===== config.mk =====
export PLATFORM = sky130hd
export DESIGN_NAME = sfw_block_writer
export DESIGN_NICKNAME = d
export VERILOG_FILES = /design/src/rtl/sfw_pkg.sv /design/src/rtl/sfw_spi_shifter.sv /design/src/rtl/sfw_sequencer.sv /design/src/rtl/sfw_block_writer.sv
export SDC_FILE = /design/constraint.sdc
export NUM_CORES = 1
export LEC_CHECK = 0
export BUFFER_PORTS_ARGS = -buffer_cell sky130_fd_sc_hd__buf_2
export CORE_UTILIZATION = 62
export DETAILED_ROUTE_END_ITERATION = 7
export PLACE_DENSITY = 0.91
export SLEW_MARGIN = 0
export SYNTH_ARGS = -nofsm -noshare
export SYNTH_HDL_FRONTEND = slang
export SYNTH_HIERARCHICAL = 1
export SYNTH_SLANG_ARGS = --single-unit

===== constraint.sdc =====
create_clock -name clk -period 8.92 [get_ports clk]
set_input_delay 0.892 -clock clk [delete_from_list [all_inputs] [get_ports clk]]
set_output_delay 0.892 -clock clk [all_outputs]
set_load 0.02 [all_outputs]

===== src/rtl/sfw_pkg.sv =====
package sfw_pkg;
  localparam int AW = 24;

  localparam logic [7:0] OP_WREN  = 8'h06;
  localparam logic [7:0] OP_PROG  = 8'h02;
  localparam logic [7:0] OP_ERASE = 8'h20;
  localparam logic [7:0] OP_STAT  = 8'h05;
  localparam logic [7:0] OP_READ  = 8'h03;

  typedef enum logic [2:0] {FK_WREN, FK_ERASE, FK_PROG, FK_STAT, FK_READ} frame_kind_t;

  function automatic logic [7:0] kind_opcode(frame_kind_t k);
    case (k)
      FK_WREN:  return OP_WREN;
      FK_ERASE: return OP_ERASE;
      FK_PROG:  return OP_PROG;
      FK_STAT:  return OP_STAT;
      default:  return OP_READ;
    endcase
  endfunction

  // bytes that fit from addr up to the end of its page, capped by what is left
  function automatic logic [31:0] page_chunk(logic [31:0] addr, logic [31:0] left,
                                             logic [31:0] page);
    logic [31:0] room;
    room = page - (addr % page);
    return (left < room) ? left : room;
  endfunction

  function automatic logic on_sector_edge(logic [31:0] addr, logic [31:0] sector);
    return (addr % sector) == 32'd0;
  endfunction
endpackage


===== src/rtl/sfw_spi_shifter.sv =====
module sfw_spi_shifter (
  input  logic       clk,
  input  logic       rst_n,
  input  logic       go,
  input  logic [7:0] tx,
  input  logic       miso,
  output logic       sclk,
  output logic       mosi,
  output logic       done,
  output logic [7:0] rx
);
  logic [7:0] sh;
  logic [2:0] cnt;
  logic       act;

  assign mosi = sh[7];

  always_ff @(posedge clk or negedge rst_n) begin
    if (!rst_n) begin
      sh <= '0; cnt <= '0; act <= 1'b0; sclk <= 1'b0; done <= 1'b0; rx <= '0;
    end else begin
      done <= 1'b0;
      if (go) begin
        sh <= tx; cnt <= '0; act <= 1'b1; sclk <= 1'b0;
      end else if (act) begin
        if (!sclk) begin
          sclk <= 1'b1;
          rx   <= {rx[6:0], miso};
        end else begin
          sclk <= 1'b0;
          sh   <= {sh[6:0], 1'b0};
          cnt  <= cnt + 3'd1;
          if (cnt == 3'd7) begin
            act  <= 1'b0;
            done <= 1'b1;
          end
        end
      end
    end
  end
endmodule


===== src/rtl/sfw_sequencer.sv =====
module sfw_sequencer
  import sfw_pkg::*;
#(
  parameter int LEN_W        = 12,
  parameter int PAGE_BYTES   = 256,
  parameter int SECTOR_BYTES = 4096,
  parameter int FLASH_BYTES  = 32'h400000
) (
  input  logic              clk,
  input  logic              rst_n,
  input  logic              wr_start,
  input  logic [LEN_W-1:0]  wr_len,
  output logic [LEN_W-1:0]  wr_idx,
  input  logic [7:0]        wr_byte,
  input  logic              rd_start,
  input  logic [AW-1:0]     rd_addr,
  input  logic [LEN_W-1:0]  rd_len,
  output logic [7:0]        rd_data,
  output logic              rd_valid,
  output logic              busy,
  output logic              done,
  output logic              full,
  output logic              cs_n,
  output logic              go,
  output logic [7:0]        tx,
  input  logic              eng_done,
  input  logic [7:0]        eng_rx,
  output logic              frm_start,
  output logic              frm_end,
  output frame_kind_t       frm_kind,
  output logic [AW-1:0]     frm_addr,
  output logic [LEN_W-1:0]  frm_chunk
);
  localparam int BW = LEN_W + 1;
  typedef enum logic [1:0] {S_IDLE, S_FRAME, S_GAP} st_t;

  st_t               st;
  frame_kind_t       kind, pend;
  logic              fin, is_read, gcnt;
  logic [AW-1:0]     wptr, raddr, cur, faddr;
  logic [LEN_W-1:0]  blen, off, rlen, chunk;
  logic [BW-1:0]     bidx, flen;
  logic [31:0]       nxt;

  assign cur    = wptr + AW'(off);
  assign chunk  = LEN_W'(page_chunk(32'(cur), 32'(blen - off), 32'(PAGE_BYTES)));
  assign nxt    = 32'(cur) + 32'(chunk);
  assign faddr  = (kind == FK_READ) ? raddr : cur;
  assign wr_idx = off + LEN_W'(bidx - BW'(4));
  assign busy   = (st != S_IDLE);

  always_comb begin
    case (kind)
      FK_WREN:  flen = BW'(1);
      FK_ERASE: flen = BW'(4);
      FK_PROG:  flen = BW'(chunk) + BW'(4);
      FK_STAT:  flen = BW'(2);
      default:  flen = BW'(rlen) + BW'(4);
    endcase
  end

  always_comb begin
    if (bidx == BW'(0))      tx = kind_opcode(kind);
    else if (bidx == BW'(1)) tx = faddr[23:16];
    else if (bidx == BW'(2)) tx = faddr[15:8];
    else if (bidx == BW'(3)) tx = faddr[7:0];
    else                     tx = (kind == FK_PROG) ? wr_byte : 8'h00;
  end

  assign frm_start = go && (bidx == BW'(0));
  assign frm_end   = eng_done && (st == S_FRAME) && (bidx == flen - BW'(1));
  assign frm_kind  = kind;
  assign frm_addr  = cur;
  assign frm_chunk = chunk;

  always_ff @(posedge clk or negedge rst_n) begin
    if (!rst_n) begin
      st <= S_IDLE; kind <= FK_WREN; pend <= FK_PROG; fin <= 1'b0; is_read <= 1'b0;
      gcnt <= 1'b0; wptr <= '0; raddr <= '0; blen <= '0; off <= '0; rlen <= '0;
      bidx <= '0; cs_n <= 1'b1; go <= 1'b0; done <= 1'b0; full <= 1'b0;
      rd_valid <= 1'b0; rd_data <= '0;
    end else begin
      go <= 1'b0; done <= 1'b0; full <= 1'b0; rd_valid <= 1'b0;
      case (st)
        S_IDLE: begin
          if (wr_start) begin
            if (32'(wptr) + 32'(wr_len) > 32'(FLASH_BYTES)) full <= 1'b1;
            else if (wr_len == '0) done <= 1'b1;
            else begin
              blen <= wr_len; off <= '0; is_read <= 1'b0; fin <= 1'b0; kind <= FK_WREN;
              pend <= on_sector_edge(32'(wptr), 32'(SECTOR_BYTES)) ? FK_ERASE : FK_PROG;
              st <= S_FRAME; cs_n <= 1'b0; go <= 1'b1; bidx <= '0;
            end
          end else if (rd_start) begin
            if (rd_len == '0) done <= 1'b1;
            else begin
              raddr <= rd_addr; rlen <= rd_len; is_read <= 1'b1; fin <= 1'b0; kind <= FK_READ;
              st <= S_FRAME; cs_n <= 1'b0; go <= 1'b1; bidx <= '0;
            end
          end
        end
        S_FRAME: begin
          if (eng_done) begin
            if (kind == FK_READ && bidx >= BW'(4)) begin
              rd_data <= eng_rx; rd_valid <= 1'b1;
            end
            if (bidx == flen - BW'(1)) begin
              cs_n <= 1'b1; st <= S_GAP; gcnt <= 1'b0;
              case (kind)
                FK_WREN:  kind <= pend;
                FK_ERASE: begin kind <= FK_STAT; pend <= FK_PROG; end
                FK_PROG: begin
                  kind <= FK_STAT;
                  off  <= off + chunk;
                  pend <= on_sector_edge(nxt, 32'(SECTOR_BYTES)) ? FK_ERASE : FK_PROG;
                end
                FK_STAT: if (!eng_rx[0]) begin
                  if (off == blen) fin <= 1'b1;
                  else kind <= FK_WREN;
                end
                default: fin <= 1'b1;
              endcase
            end else begin
              bidx <= bidx + BW'(1); go <= 1'b1;
            end
          end
        end
        default: begin
          if (!gcnt) gcnt <= 1'b1;
          else if (fin) begin
            st <= S_IDLE; done <= 1'b1;
            if (!is_read) wptr <= cur;
          end else begin
            st <= S_FRAME; cs_n <= 1'b0; go <= 1'b1; bidx <= '0;
          end
        end
      endcase
    end
  end
endmodule


===== src/rtl/sfw_block_writer.sv =====
module sfw_block_writer
  import sfw_pkg::*;
#(
  parameter int LEN_W        = 12,
  parameter int PAGE_BYTES   = 256,
  parameter int SECTOR_BYTES = 4096,
  parameter int FLASH_BYTES  = 32'h400000
) (
  input  logic             clk,
  input  logic             rst_n,
  input  logic             wr_start,
  input  logic [LEN_W-1:0] wr_len,
  output logic [LEN_W-1:0] wr_idx,
  input  logic [7:0]       wr_byte,
  input  logic             rd_start,
  input  logic [23:0]      rd_addr,
  input  logic [LEN_W-1:0] rd_len,
  output logic [7:0]       rd_data,
  output logic             rd_valid,
  output logic             busy,
  output logic             done,
  output logic             full,
  output logic             spi_sclk,
  output logic             spi_cs_n,
  output logic             spi_mosi,
  input  logic             spi_miso
);
  logic             eng_go, eng_done;
  logic [7:0]       eng_tx, eng_rx;
  logic             frm_start, frm_end;
  frame_kind_t      frm_kind;
  logic [AW-1:0]    frm_addr;
  logic [LEN_W-1:0] frm_chunk;

  sfw_sequencer #(
    .LEN_W(LEN_W), .PAGE_BYTES(PAGE_BYTES),
    .SECTOR_BYTES(SECTOR_BYTES), .FLASH_BYTES(FLASH_BYTES)
  ) seq_i (
    .clk(clk), .rst_n(rst_n),
    .wr_start(wr_start), .wr_len(wr_len), .wr_idx(wr_idx), .wr_byte(wr_byte),
    .rd_start(rd_start), .rd_addr(rd_addr), .rd_len(rd_len),
    .rd_data(rd_data), .rd_valid(rd_valid),
    .busy(busy), .done(done), .full(full), .cs_n(spi_cs_n),
    .go(eng_go), .tx(eng_tx), .eng_done(eng_done), .eng_rx(eng_rx),
    .frm_start(frm_start), .frm_end(frm_end), .frm_kind(frm_kind),
    .frm_addr(frm_addr), .frm_chunk(frm_chunk)
  );

  sfw_spi_shifter shf_i (
    .clk(clk), .rst_n(rst_n), .go(eng_go), .tx(eng_tx), .miso(spi_miso),
    .sclk(spi_sclk), .mosi(spi_mosi), .done(eng_done), .rx(eng_rx)
  );
endmodule


==> flow_summary.json <==
{
  "io-pin-count": 88,
  "num_vias": 11160,
  "syn_to_final_growth_pct": 9.801,
  "drive_gt1_share_pct": 16.21,
  "vias_per_cell": 6.524,
  "rrSetupSlack_ns": 0.68,
  "worst_clock_skew_ns": 0.01316,
  "setup_slack_ns": 0.6763,
  "cpPeakStageDelay_ns": 0.57,
  "crit_arrival_ns": 8.59,
  "pre_cts_ws_ns": 0.6163,
  "dp_hpwl_um": 25840,
  "placement.io_buffers": 87,
  "cts_setup_buffers": 0,
  "required_ns": 9.27,
  "peakVddDrop_mv": 0.2428,
  "cpMaxStageDelayCell": "or4_1",
  "p_int_uw": 2514,
  "syn_inst": 1384,
  "hold_class": "in -> async",
  "critical_path.startpoint": "seq_i/off[0]",
  "worstSetupPathType": "reg -> reg",
  "p_seq_share_pct": 20.9,
  "relSlewSlack_pct": 24.14,
  "hold_ws_ns": 0.4683,
  "die_x_um": 141.2,
  "power_density_mw_per_mm2": 382.9,
  "worstSetupStartpointType": "flip-flop",
  "cts_tree": "built",
  "crit_path_end": "seq_i/bidx[9]",
  "ys_warn_count": 6,
  "r2r-start": "seq_i/off[0]",
  "final_cell_mix": "dfrtp_1 (140), nand2_1 (137), ha_1 (95), inv_1 (91), buf_2 (86)",
  "ctsHoldBuffers": 0,
  "grt.total_usage_pct": 35.86,
  "fin_crit_sh_pct": 92.42,
  "ctsRootBufferMaster": "clkbuf_16",
  "grt_max_degree": 77,
  "cp.depth": 27,
  "drtAntennaViolNets": 0,
  "wl_per_cell_um": 20.40,
  "wl_um": 34910,
  "drc": 3,
  "clk_latency_ns": 0.43,
  "final_util_pct": 70.05,
  "fp.dieH_um": 141.2,
  "grt_pass1_vias": 10760,
  "overflow": 0,
  "numCtsBuffers": 17,
  "stdcell_area_mm2": 0.01319,
  "grt_setup_unrepaired": "no",
  "core_area_mm2": 0.01883,
  "first_iter_violations": 1273,
  "p_clk_share_pct": 13.9,
  "setup_violations": 0,
  "gp_congestion": 0.9868,
  "clockBufferDepth": 2,
  "p_switching_uw": 2537,
  "cap_violations": 0,
  "swShare_pct": 50.22,
  "dpl_cell_area_mm2": 0.01259,
  "synth_area_mm2": 0.01201,
  "crit_buf_inv": 2,
  "antenna_found_initial": 1,
  "status": "complete, but fails checks",
  "fp.dieArea_mm2": 0.01994,
  "clk_pin_slew_ns": 0.06,
  "crit_path_end_kind": "flip-flop",
  "crit_family": "simple AND/OR/NAND/NOR gates",
  "layout_commonest_cell": "dfrtp_1",
  "combPwrFrac_pct": 65.3,
  "dr.pass1.iters": 8,
  "fmax_mhz": 121.3,
  "cts.sinks": 142,
  "cts_max_level": 4,
  "reg2reg_depth": 27,
  "critPathMaxFanout": 12,
  "violations": "DRC",
  "initial_utilization_pct": 63.79,
  "grt_pass1_wl_um": 55680,
  "worst_slew_pin_slew_ns": 1.138,
  "drv_slew": 0,
  "syn_area_per_cell_um2": 8.680,
  "final.setup.tns_ns": 0,
  "fin_crit_ns": 8.244,
  "final_nets": 1599,
  "r2r_end": "seq_i/bidx[9]",
  "p_leak_uw": 0.006073,
  "hold_viol_final": 0,
  "rows": 50
}
[through the flow]
| step | total power, uW | instances |
|---|---|---|
| after global placement | 4107 | 1678 |
| after global routing | 5391 | 1710 |
| after floorplan | 3444 | 1387 |
| final | 5051 | 1711 |
| after detailed placement | 4212 | 1678 |
| after CTS | 4949 | 1710 |
[registers in the layout, summed over array words and instances (netlist names), 2 cells and up]
name	cells
seq_i/raddr	24
seq_i/wptr	24
seq_i/bidx	13
seq_i/blen	12
seq_i/off	12
seq_i/rlen	12
seq_i/rd_data	8
shf_i/rx	8
shf_i/sh	8
seq_i/frm_kind	3
shf_i/cnt	3
seq_i/pend	2
seq_i/st	2
[power by group through the flow]
stage,sequential (uW),clock (uW),combinational [uW]
3_5_place_dp,1050,0,3160
2_1_floorplan,965,0,2480
4_1_cts,1040,707,3200
5_1_grt,1070,733,3590
3_3_place_gp,1040,0,3070
6_report,1050,700,3300
[layer usage]
metal	global-route usage [%]	share of wire [%]	vias up
met5	0	0	-
met4	18.94	4.9	0
met3	6.827	8.5	140
met2	58.47	47	635
met1	45.22	39	5298
li1	-	-	5089
[final cells by class]
type / count / area [um2]
multi-input combinational: 1089 / 7880
timing repair buffer: 94 / 494.2
tap: 260 / 325.3
clock inverter: 14 / 143.9
inverter: 93 / 349.1
antenna: 1 / 2.502
sequential: 142 / 3556
clock buffer: 18 / 439.2
fill: 1365 / 5640
[worst min-delay path by stage]
stage	from	endpoint	slack, ns	cells after the start
after floorplan	seq_i/blen[10]	seq_i/blen[10]	0.45	2
after detailed placement	seq_i/cs_n	seq_i/cs_n	0.47	2
after global routing	seq_i/cs_n	seq_i/cs_n	0.50	2
final	rst_n	seq_i/rlen[7]	0.47	1
after CTS	seq_i/cs_n	seq_i/cs_n	0.48	2
after global placement	seq_i/cs_n	seq_i/cs_n	0.46	2
[repair_timing]
| action | CTS | global route |
|---|---|---|
| endpoints found under the hold margin | 0 | 0 |
| resized for setup | 0 | 2 |
| endpoints found under the setup margin | 0 | 16 |
No activity file was read; power rests on OpenSTA's default activity.
